File: src/rtl/hit_age_pkg.sv
package hit_age_pkg;

    typedef enum logic {
        REHIT_RESTART = 1'b0,
        REHIT_KEEP    = 1'b1
    } rehit_mode_e;

endpackage

File: src/rtl/hit_age_cell.sv
module hit_age_cell
    import hit_age_pkg::*;
#(
    parameter int unsigned AGE_W = 2
) (
    input  logic             clk,
    input  logic             rst_n,
    input  logic             tick_i,
    input  logic             hit_i,
    input  rehit_mode_e      mode_i,
    output logic [AGE_W-1:0] age_o
);

    localparam logic [AGE_W-1:0] AGE_MAX = '1;

    logic [AGE_W-1:0] age_d;
    logic [AGE_W-1:0] age_q;

    always_comb begin
        age_d = age_q;
        if (tick_i) begin
            if (hit_i && (mode_i == REHIT_RESTART || age_q == AGE_MAX)) begin
                age_d = '0;
            end else if (age_q != AGE_MAX) begin
                age_d = age_q + 1'b1;
            end
        end
    end

    always_ff @(posedge clk or negedge rst_n) begin
        if (!rst_n) begin
            age_q <= AGE_MAX;
        end else begin
            age_q <= age_d;
        end
    end

    assign age_o = age_q;

    // a fresh hit on an idle wire starts the age at zero
    a_r2_fresh_hit: assert property (@(posedge clk) disable iff (!rst_n)
        (tick_i && hit_i && age_q == AGE_MAX) |=> (age_q == '0));

    // quiet tick saturates at the top value
    a_r3_saturate: assert property (@(posedge clk) disable iff (!rst_n)
        (tick_i && !hit_i && age_q == AGE_MAX) |=> (age_q == AGE_MAX));

    // no tick, no change
    a_r4_hold: assert property (@(posedge clk) disable iff (!rst_n)
        !tick_i |=> $stable(age_q));

    // restart rule
    a_r5_restart: assert property (@(posedge clk) disable iff (!rst_n)
        (tick_i && hit_i && mode_i == REHIT_RESTART) |=> (age_q == '0));

    // keep-older rule
    a_r6_keep_older: assert property (@(posedge clk) disable iff (!rst_n)
        (tick_i && hit_i && mode_i == REHIT_KEEP && age_q != AGE_MAX)
        |=> (age_q == AGE_W'($past(age_q) + 1'b1)));

endmodule

File: src/rtl/lut_read_pipe.sv
module lut_read_pipe #(
    parameter int unsigned ADDR_W = 16,
    parameter int unsigned WORD_W = 16
) (
    input  logic              clk,
    input  logic              rst_n,
    input  logic              tick_i,
    input  logic [ADDR_W-1:0] addr_i,
    output logic              rd_en_o,
    input  logic [WORD_W-1:0] rd_data_i,
    output logic              seg_valid_o,
    output logic [ADDR_W-1:0] seg_addr_o,
    output logic [WORD_W-1:0] seg_word_o
);

    typedef struct packed {
        logic              rd_v;
        logic              ret_v;
        logic [ADDR_W-1:0] ret_addr;
        logic              seg_v;
        logic [ADDR_W-1:0] seg_addr;
        logic [WORD_W-1:0] seg_word;
    } pipe_t;

    pipe_t st_d;
    pipe_t st_q;

    always_comb begin
        st_d       = st_q;
        st_d.rd_v  = tick_i;
        st_d.ret_v = st_q.rd_v;
        if (st_q.rd_v) begin
            st_d.ret_addr = addr_i;
        end
        st_d.seg_v = st_q.ret_v;
        if (st_q.ret_v) begin
            st_d.seg_addr = st_q.ret_addr;
            st_d.seg_word = rd_data_i;
        end
    end

    always_ff @(posedge clk or negedge rst_n) begin
        if (!rst_n) begin
            st_q <= '0;
        end else begin
            st_q <= st_d;
        end
    end

    assign rd_en_o     = st_q.rd_v;
    assign seg_valid_o = st_q.seg_v;
    assign seg_addr_o  = st_q.seg_addr;
    assign seg_word_o  = st_q.seg_word;

    // read strobe moves to the return stage
    a_r9_return_stage: assert property (@(posedge clk) disable iff (!rst_n)
        st_q.rd_v |=> st_q.ret_v);

    // return stage produces a valid segment carrying the read address
    a_r9_seg_follows: assert property (@(posedge clk) disable iff (!rst_n)
        st_q.ret_v |=> (seg_valid_o && seg_addr_o == $past(st_q.ret_addr)));

endmodule

File: src/rtl/hit_age_addresser.sv
module hit_age_addresser
    import hit_age_pkg::*;
#(
    parameter int unsigned N_WIRES = 8,
    parameter int unsigned AGE_W   = 2,
    parameter int unsigned WORD_W  = 16
) (
    input  logic                       clk,
    input  logic                       rst_n,
    input  logic                       tick_i,
    input  logic [N_WIRES-1:0]         hit_i,
    input  logic                       rehit_mode_i,
    output logic                       lut_rd_en_o,
    output logic [N_WIRES*AGE_W-1:0]   lut_addr_o,
    input  logic [WORD_W-1:0]          lut_rd_data_i,
    output logic                       seg_valid_o,
    output logic [N_WIRES*AGE_W-1:0]   seg_addr_o,
    output logic [WORD_W-1:0]          seg_word_o
);

    localparam int unsigned ADDR_W = N_WIRES * AGE_W;

    rehit_mode_e       mode;
    logic [ADDR_W-1:0] addr_vec;

    assign mode = rehit_mode_e'(rehit_mode_i);

    for (genvar w = 0; w < N_WIRES; w++) begin : g_wire
        logic [AGE_W-1:0] age;

        hit_age_cell #(
            .AGE_W (AGE_W)
        ) cell_i (
            .clk    (clk),
            .rst_n  (rst_n),
            .tick_i (tick_i),
            .hit_i  (hit_i[w]),
            .mode_i (mode),
            .age_o  (age)
        );

        assign addr_vec[w*AGE_W +: AGE_W] = age;
    end

    assign lut_addr_o = addr_vec;

    lut_read_pipe #(
        .ADDR_W (ADDR_W),
        .WORD_W (WORD_W)
    ) pipe_i (
        .clk         (clk),
        .rst_n       (rst_n),
        .tick_i      (tick_i),
        .addr_i      (addr_vec),
        .rd_en_o     (lut_rd_en_o),
        .rd_data_i   (lut_rd_data_i),
        .seg_valid_o (seg_valid_o),
        .seg_addr_o  (seg_addr_o),
        .seg_word_o  (seg_word_o)
    );

    // every tick issues a read in the next clock
    a_r8_read_on_tick: assert property (@(posedge clk) disable iff (!rst_n)
        tick_i |=> lut_rd_en_o);

    // no tick, no read
    a_r8_no_spurious_read: assert property (@(posedge clk) disable iff (!rst_n)
        !tick_i |=> !lut_rd_en_o);

    // address frozen between ticks
    a_r4_addr_stable: assert property (@(posedge clk) disable iff (!rst_n)
        !tick_i |=> $stable(lut_addr_o));

endmodule

File: config.mk
export PLATFORM = sky130hd
export DESIGN_NAME = hit_age_addresser
export DESIGN_NICKNAME = d
export VERILOG_FILES = /design/src/rtl/hit_age_pkg.sv /design/src/rtl/hit_age_cell.sv /design/src/rtl/lut_read_pipe.sv /design/src/rtl/hit_age_addresser.sv
export SDC_FILE = /design/constraint.sdc
export NUM_CORES = 1
export LEC_CHECK = 0
export BUFFER_PORTS_ARGS = -buffer_cell sky130_fd_sc_hd__buf_2
export CAP_MARGIN = 15
export CORE_ASPECT_RATIO = 2
export CORE_MARGIN = 2
export CORE_UTILIZATION = 55
export DETAILED_ROUTE_END_ITERATION = 6
export PLACE_DENSITY_LB_ADDON = 0.25
export SLEW_MARGIN = 20
export SYNTH_ARGS = -nofsm -noshare
export SYNTH_HDL_FRONTEND = slang
export SYNTH_SLANG_ARGS = --single-unit
File: constraint.sdc
create_clock -name clk -period 3.4 [get_ports clk]
set_input_delay 0 -clock clk [delete_from_list [all_inputs] [get_ports clk]]
set_output_delay 0 -clock clk [all_outputs]
set_load 0.005 [all_outputs]
Yosys cells after proc, flatten, opt, wreduce, memory -nomap -nowiden
Index checks and enable logic that the tools add are counted.
- ROM bits: 0
- memories kept: 0
- input port bits: 28
- bits in latches: 0
- output and inout port bits: 50
- bits in registers: 67
- memory bits (writable): 0
- shift-type cells: 0
- bitwise logic cells: 1
- muxes and demuxes: 16
- equality and inequality tests: 16
- reductions and logical operators: 32
- magnitude comparators: 0
- div/mod/pow operators: 0
- add/subtract/negate cells: 8
- multiply operators: 0
- operators by type and width (cell ; number):
    $mux 2 ; 16
    $add 2x1->2 const B ; 8
    $eq 2x2->1 const B ; 8
    $ne 2x2->1 const B ; 8
    $reduce_and 2->1 ; 8
    $reduce_bool 2->1 ; 8
    $logic_and 1x1->1 ; 8
    $logic_or 1x1->1 ; 8
    $not 1->1 ; 1

Logic depth before layout (Yosys ltp)
Gate-level depths: netlist of the first run.
- word-level depth: 5
- depth in mapped cells: 4

Hierarchy
From an unflattened synthesis of the first run, not the netlist that was laid out.
- cells, all modules: 241
- area, all modules: 3410.8 µm²
- modules (own cells, without submodules) (module ; times used ; cells an instance ; seq. area each (µm²) ; area an instance (µm²)):
    lut_read_pipe ; 1 ; 137 ; 1276.2 ; 2309.7
    hit_age_cell ; 8 ; 13 ; 52.6 ; 137.6

Worst setup path before layout of the first run
No wires, ideal clock.
- kind: register to register
- start: register g_wire[5].cell_i.age_q[0]
- end: register g_wire[5].cell_i.age_q[1]
- arrival time: 1.160 ns
- path slack: 2.153 ns
- data required time: 3.313 ns
- buffers on the path: 0
- library setup time: 0.087 ns
- cell stages (with the launch flop): 5
- clock period less this slack: 1.247 ns
- path through: dfstp_2 -> ha_1 -> nor2b_1 -> a32oi_1 -> o21ai_0
- word-level cells in the longest chain between the ends: 5
- elaborated cells between the ends (all ways): 9
- those cells by class: 1 x add/sub; 2 x eq/ne; 2 x mux; 4 x reduce/logical
- ends and longest elaborated chain (item ; RTL line ; text):
    start, declared ; hit_age_cell.sv:17 ; logic [AGE_W-1:0] age_q;
    start signal, assigned ; hit_age_cell.sv:34 ; age_q <= age_d;
    $eq 2x2->1 ; hit_age_cell.sv:22 ; if (hit_i && (mode_i == REHIT_RESTART || age_q == AGE_MAX)) begin
    $logic_or 1x1->1 ; hit_age_cell.sv:22 ;
    $logic_and 1x1->1 ; hit_age_cell.sv:22 ;
    $reduce_bool 2->1 (no line) ; n/a ;
    $reduce_and 2->1 (no line) ; n/a ;
Parallel ways exist; a longest one is shown, timed or not. The select of a mux whose other input is x is not followed.
A chain may end at the register's enable or synchronous reset.

Final worst setup path of the first run
Ends and elaborated chain as after synthesis.

==> results.md, run 1 <==
- Status: complete, no violations
- Root buf cell: clkbuf_8
- Crit path max fanout: 6
- R2r worst-path depth: 5
- Cell count after synthesis: about 200
- Vias in the first global route: around 1900
- Net Switching: ~0.00073 W
- Pre-CTS setup slack: around 1.7 ns
- Synth Area per Inst: about 14 sq um
- Non-Filler Instances: around 350
- TritonCTS Buffers: 9
- Slew margin rel.: 0.508
- Final Util: 0.702
- TritonCTS Sinks: between 60 and 70
- Setup tns final: 0 ns
- Worst-Margin Slew: around 0.74 ns
- GRT Overall Usage: 0.194
- Pin count of the biggest net entering global routing: between 50 and 60
- Clk buf depth: 2
- CORE AREA: 5140 sq um
- Diode count: 0
- H-tree level count: 3
- Comb power frac: 0.250
- Origin of the critical flop-to-flop path: g_wire[5].cell_i.age_o[0]
- Via count: 1803
- DRC viols: 0
- Pwr/cell area: around 740 nW/um^2
- Clock Power Share: 0.257
- Die width: 55.8 microns
- First-pass GRT wire length: between 8000 and 9000 microns
- Sequential area share after synthesis: 0.576
- RSZ-0062 raised after global routing: no
- CP Data Required Time: approximately 3.7 ns
- Final Cycle Share: 0.563
- Final setup fails: 0
- Antenna violations before repair: 0
- Routed Wire Length: about 5200 microns
- Setup CP Type: reg -> reg
- Synth Register Bits: between 60 and 70
- EDFF count, synth: 0
- Die height: approximately 110 microns
- Post-synth net total: 242
- Worst-path clk slew: approximately 0.070 ns
- Placed cell count: about 310
- IO Port Bufs: 77
- Ranking of synthesized cells by area: dfrtp_1 43%, mux2_2 20%, dfstp_2 14%, buf_4 8.9%, ha_1 3.4%
- IR drop worst, VDD: approximately 0.54 mV
- Total of max-cap violations: 0
- P_leak: approximately 1.7 nW
- Slew Limit Fails: 0
- Wire per inst: between 15 and 20 microns
- Fmax: 0.523 GHz
- Clock skew: slightly above 0.009 ns
- Rows: 37
- Crit end category: flip-flop
- Synthesized area: about 2900 sq um
- Reg2Reg Setup Slack: around 1.5 ns
- Final setup margin: roughly 1.5 ns
- Share of layout cells above drive strength 1: 0.576
- Worst R2R End: g_wire[5].cell_i.age_o[1]
- Min Clock Period, post-route: between 1.5 and 2 ns
- Crit path launch type: flip-flop
- Arr. time, crit path: approximately 2.2 ns
- Top cell type's share of synthesized area: 0.433
- Distinct cells, synth: 20
- Sequential Power Share: 0.493
- Area growth syn-to-layout: 22.5%
- Final Hold Fails: 0
- Yosys Warn Count: 0
- Crit path from: g_wire[5].cell_i.age_o[0]
- I/O Pins: 78
- Clock latency on the worst-skew pair: roughly 0.34 ns
- DRT Pass-1 Iters: 3
- Global route overflow: 0
- Filler cell count: approximately 380
- Synth async-reset ratio: 1.00
- Routed Antenna Nets: 0
- Pint: about 0.0019 W
- Worst hold path class: in -> reg
- Yosys top cell by area: dfrtp_1
- Initial drt markers: 47
- GP Congestion: ~0.71
- Main synth FF type: dfrtp_1
- Via/cell ratio: between 5 and 6
- Pwr Total: 0.00266 W
- Starting Density: 0.573
- Postcts setup bufs: 0
- Die area: 5990 sq um
- TritonCTS clock tree: built
- Fin nets: 319
- Switching Fraction: 0.274
- Worst setup path endpoint: g_wire[5].cell_i.age_o[1]
- Detail Placement HPWL: about 3500 microns
-- metrics by stage --
stage / area [sq um] / hold WS (ns)
CTS: 3610 / 0.00103
detailed placement: 3140 / 0.237
global placement: 3140 / 0.233
finish: 3610 / 0.0105
floorplan: 2950 / -0.296
global route: 3610 / 0.00289
-- layout make-up --
| class | count | area, sq um | area share |
|---|---|---|---|
| repair buffers | 104 | 653 | 0.181 |
| inverters | 9 | 33.8 | 0.00936 |
| multi-input cells | 92 | 940 | 0.260 |
| clock inverters | 4 | 47.5 | 0.0132 |
| clock buffers | 12 | 165 | 0.0458 |
| well taps | 58 | 72.6 | 0.0201 |
| flip-flops and latches | 67 | 1700 | 0.470 |
-- flip-flops by register name, summed over array words and instances, names as in the netlist --
signal               flops
pipe_i.seg_word_o       16
pipe_i.seg_addr_o       16
pipe_i.seg_valid_o       1
pipe_i.st_d              1
g_wire.cell_i.age_o     16
pipe_i.st_q             16
pipe_i.rd_en_o           1
-- cell families after synthesis --
family,synth area share
flip-flops,0.576
multiplexers,0.210
buffers and inverters,0.105
AO/OA/AOI/OAI,0.0701
adder cells (fa/ha/maj),0.0340
AND/OR/NAND/NOR,0.00467
-- power groups by stage --
stage	registers [W]	clock network, W	logic, W
final	0.00131	0.000682	0.000665
after global routing	0.00136	0.000737	0.000744
after CTS	0.00132	0.000696	0.000676
after detailed placement	0.00133	0	0.000642
after global placement	0.00132	0	0.000620
after floorplan	0.00128	0	0.000517
-- worst min-delay path by stage --
stage / start / endpoint / slack, ns / cells past startpoint
detailed placement: lut_rd_data_i[3] / pipe_i.seg_word_o[3] / 0.24 / 2
finish: hit_i[6] / g_wire[6].cell_i.age_o[1] / 0.01 / 3
floorplan: rst_n / pipe_i.rd_en_o / -0.30 / 0
global placement: lut_rd_data_i[14] / pipe_i.seg_word_o[14] / 0.23 / 2
global route: hit_i[3] / g_wire[3].cell_i.age_o[1] / 0.003 / 3
CTS: hit_i[3] / g_wire[3].cell_i.age_o[1] / 0.001 / 3
-- cells in the mapped netlist (2+ instances only) --
cell,count
inv_1,8
o21ai_0,8
mux2_2,53
dfstp_2,16
buf_4,35
ha_1,8
a211oi_1,7
buf_2,2
mux2_1,2
a22o_1,7
dfrtp_1,51
-- critical path, stage by stage, from the launching register on --
cell and delay, ns:
dfstp_2 0.60, ha_1 0.28, nor2b_1 0.09, a32oi_1 0.19, o21ai_0 0.09, dlygate4sd3_1 0.57
-- timing repair --
action	4_1_cts	5_1_grt
hold buffers	25	0
gates resized for setup	0	0
endpoints found under the hold margin	60	0
-- metal layers --
metal | wire length (microns) | GRT usage | vias to the layer above
met1 | 2010 | 0.214 | 878
met3 | 324 | 0.0565 | 11
li1 | - | - | 852
met4 | 134 | 0.111 | 0
met2 | 2750 | 0.329 | 62
met5 | 0 | 0 | -
-- layout by cell type, fill, tap and decap left out, drive strengths merged --
cell type / count
a2111oi: 1
a211o: 1
a211oi: 7
a22o: 7
a22oi: 1
a32oi: 1
buf: 79
bufinv: 1
clkbuf: 12
clkinv: 2
clkinvlp: 1
dfrtp: 51
dfstp: 16
dlygate4sd3: 25
ha: 8
inv: 9
mux2: 55
nand2: 1
nor2: 1
nor2b: 1
o21ai: 8
Note: power is estimated with default switching activity, not from simulation.
==> run 2, diff against run 1 <==
CORE_UTILIZATION = 52   (was 55)
clock period = 2 ns   (was 3.4 ns; I/O delays follow)
==> run 2 against run 1 <==
Compared with the run above:
- via count is 1.4% higher
- first-iteration DRC count down 30%
- global-route usage fell by 0.68 points
- combinational power increased by 71%
- largest cell class unchanged
==> results.md, run 2 (same netlist as run 1, synthesis figures left out) <==
- Status: complete, no violations (unchanged)
- Initial drt markers: 33 (was 47)
- DRT Pass-1 Iters: 4 (was 3)
- Final hold slack: 0.0214 ns (was 0.0105 ns)
- TritonCTS clock tree: built (unchanged)
- Area growth syn-to-layout: 23.4% (was 22.5%)
- Area of the multi-input gates: 940 sq um (unchanged)
- Wire per inst: 15.4 microns (was 15.1 microns)
- Resize count post-CTS: 0 (unchanged)
- Starting Density: 0.539 (was 0.573)
- Worst-path clk slew: 0.07 ns (about the same)
- Antenna violations before repair: 0 (unchanged)
- Crit path launch type: flip-flop (unchanged)
- Most frequent cells in the layout: 77 x buf_2, 53 x mux2_2, 51 x dfrtp_1 (was 76 x buf_2, 53 x mux2_2, 51 x dfrtp_1)
- Final Hold Fails: 0 (unchanged)
- Die width: 57.2 microns (was 55.8 microns)
- TritonCTS Buffers: 9 (unchanged)
- Detail Placement HPWL: 3690 microns (was 3480 microns)
- Pre-CTS setup slack: 0.692 ns (was 1.74 ns)
- Crit end category: flip-flop (unchanged)
- Min Clock Period, post-route: 1.86 ns (was 1.91 ns)
- Final setup fails: 0 (unchanged)
- Total of max-cap violations: 0 (unchanged)
- Diode count: 0 (unchanged)
- DRC viols: 0 (unchanged)
- Die height: 110 microns (was 108 microns)
- Final Cycle Share: 0.929 (was 0.563)
- Grt met2 use: 0.319 (was 0.329)
- I/O Pins: 78 (unchanged)
- Worst hold path class: in -> reg (unchanged)
- Fmax: 0.538 GHz (was 0.523 GHz)
- TritonCTS Sinks: 67 (unchanged)
- FF/Latch Area: 1700 sq um (unchanged)
- First-pass GRT wire length: 8970 microns (was 8830 microns)
- Postcts setup bufs: 0 (unchanged)
- Pin count of the biggest net entering global routing: 27 (was 51)
- Routing usage on met3: 0.0527 (was 0.0565)
- Arr. time, crit path: 2.12 ns (was 2.17 ns)
- RSZ-0062 raised after global routing: no (unchanged)
- Rows: 38 (was 37)
- P_leak: 1.73 nW (was 1.72 nW)
- Share of layout cells above drive strength 1: 0.579 (was 0.576)
- # hold bufs at CTS: 24 (was 25)
- Reg2Reg Setup Slack: 0.14 ns (was 1.49 ns)
- Worst-Margin Slew: 0.415 ns (was 0.738 ns)
- IO Port Bufs: 77 (unchanged)
- Pwr/cell area: 1270 nW/um^2 (was 737 nW/um^2)
- Clk buf depth: 2 (unchanged)
- Setup tns final: 0 ns (unchanged)
- Clock skew: 0.00687 ns (was 0.00906 ns)
- CP Data Required Time: 2.26 ns (was 3.66 ns)
- Via/cell ratio: 5.22 (was 5.21)
- Root buf cell: clkbuf_8 (unchanged)
- Setup CP Type: reg -> reg (unchanged)
- GRT Overall Usage: 0.187 (was 0.194)
- Vias in the first global route: 1906 (was 1934)
- Die area: 6320 sq um (was 5990 sq um)
- Most common cell after layout, fill and taps aside: buf_2 (unchanged)
- Final setup margin: 0.142 ns (was 1.49 ns)
- GP Congestion: 0.681 (was 0.705)
- Via count: 1828 (was 1803)
- Slew Limit Fails: 0 (unchanged)
- Clock latency on the worst-skew pair: 0.34 ns (about the same)
- Filler cell count: 428 (was 383)
- Global route overflow: 0 (unchanged)
- Routed Wire Length: 5380 microns (was 5220 microns)
- Crit path max fanout: 6 (unchanged)
- Fin nets: 321 (was 319)
- Routed Antenna Nets: 0 (unchanged)
- IR drop worst, VDD: 1.04 mV (was 0.537 mV)
- H-tree level count: 3 (unchanged)
- Grt met1 use: 0.212 (was 0.214)
- CORE AREA: 5470 sq um (was 5140 sq um)
- Slew margin rel.: 0.723 (was 0.508)
- Most Crowded Layer GR: met2 (unchanged)
-- run 2: power breakdown --
part,internal (W),switching (W)
Clock,0.000768,0.000480
Combinational,0.000707,0.000435
Sequential,0.00191,0.000330
Total,0.00338,0.00124
-- run 2: path summary, 6_finish.rpt --
path                                      startpoint                         to  cells past startpoint
setup / recovery           g_wire[5].cell_i.age_o[0]  g_wire[5].cell_i.age_o[1]                      5
hold / removal                              hit_i[4]  g_wire[4].cell_i.age_o[1]                      3
setup reg to reg           g_wire[5].cell_i.age_o[0]  g_wire[5].cell_i.age_o[1]                      5
hold reg to reg                 pipe_i.seg_addr_o[1]       pipe_i.seg_addr_o[1]                      1
max in group asynchronous                      rst_n  g_wire[4].cell_i.age_o[1]                      3
min in group asynchronous                      rst_n       pipe_i.seg_word_o[9]                      2
-- run 2: per-layer routing --
metal | routed length, microns | vias to the layer above
li1 | - | 849
met4 | 124 | 0
met2 | 2950 | 55
met5 | 0 | -
met1 | 2040 | 915
met3 | 266 | 9
-- run 2: area by class of cell --
class                   instances  share of cell area
repair buffers                106               0.182
inverters                       9             0.00929
multi-input cells              92               0.258
well taps                      60              0.0206
clock inverters                 4              0.0200
clock buffers                  12              0.0427
flip-flops and latches         67               0.467
-- run 2: per-stage QoR --
| step | instances | total power, W | util | instance area, sq um |
|---|---|---|---|---|
| final | 350 | 0.00462 | 0.665 | 3640 |
| after global routing | 350 | 0.00491 | 0.665 | 3640 |
| after CTS | 350 | 0.00469 | 0.665 | 3640 |
| after floorplan | 206 | 0.00305 | - | 2950 |
| after global placement | 310 | 0.00332 | 0.579 | 3170 |
| after detailed placement | 310 | 0.00337 | 0.579 | 3170 |
-- run 2: worst max-delay path, cell delays in order, from the launching register on --
cell           delay, ns
dfstp_2             0.60
ha_1                0.27
nor2b_1             0.09
a32oi_1             0.18
o21ai_0             0.10
dlygate4sd3_1       0.56
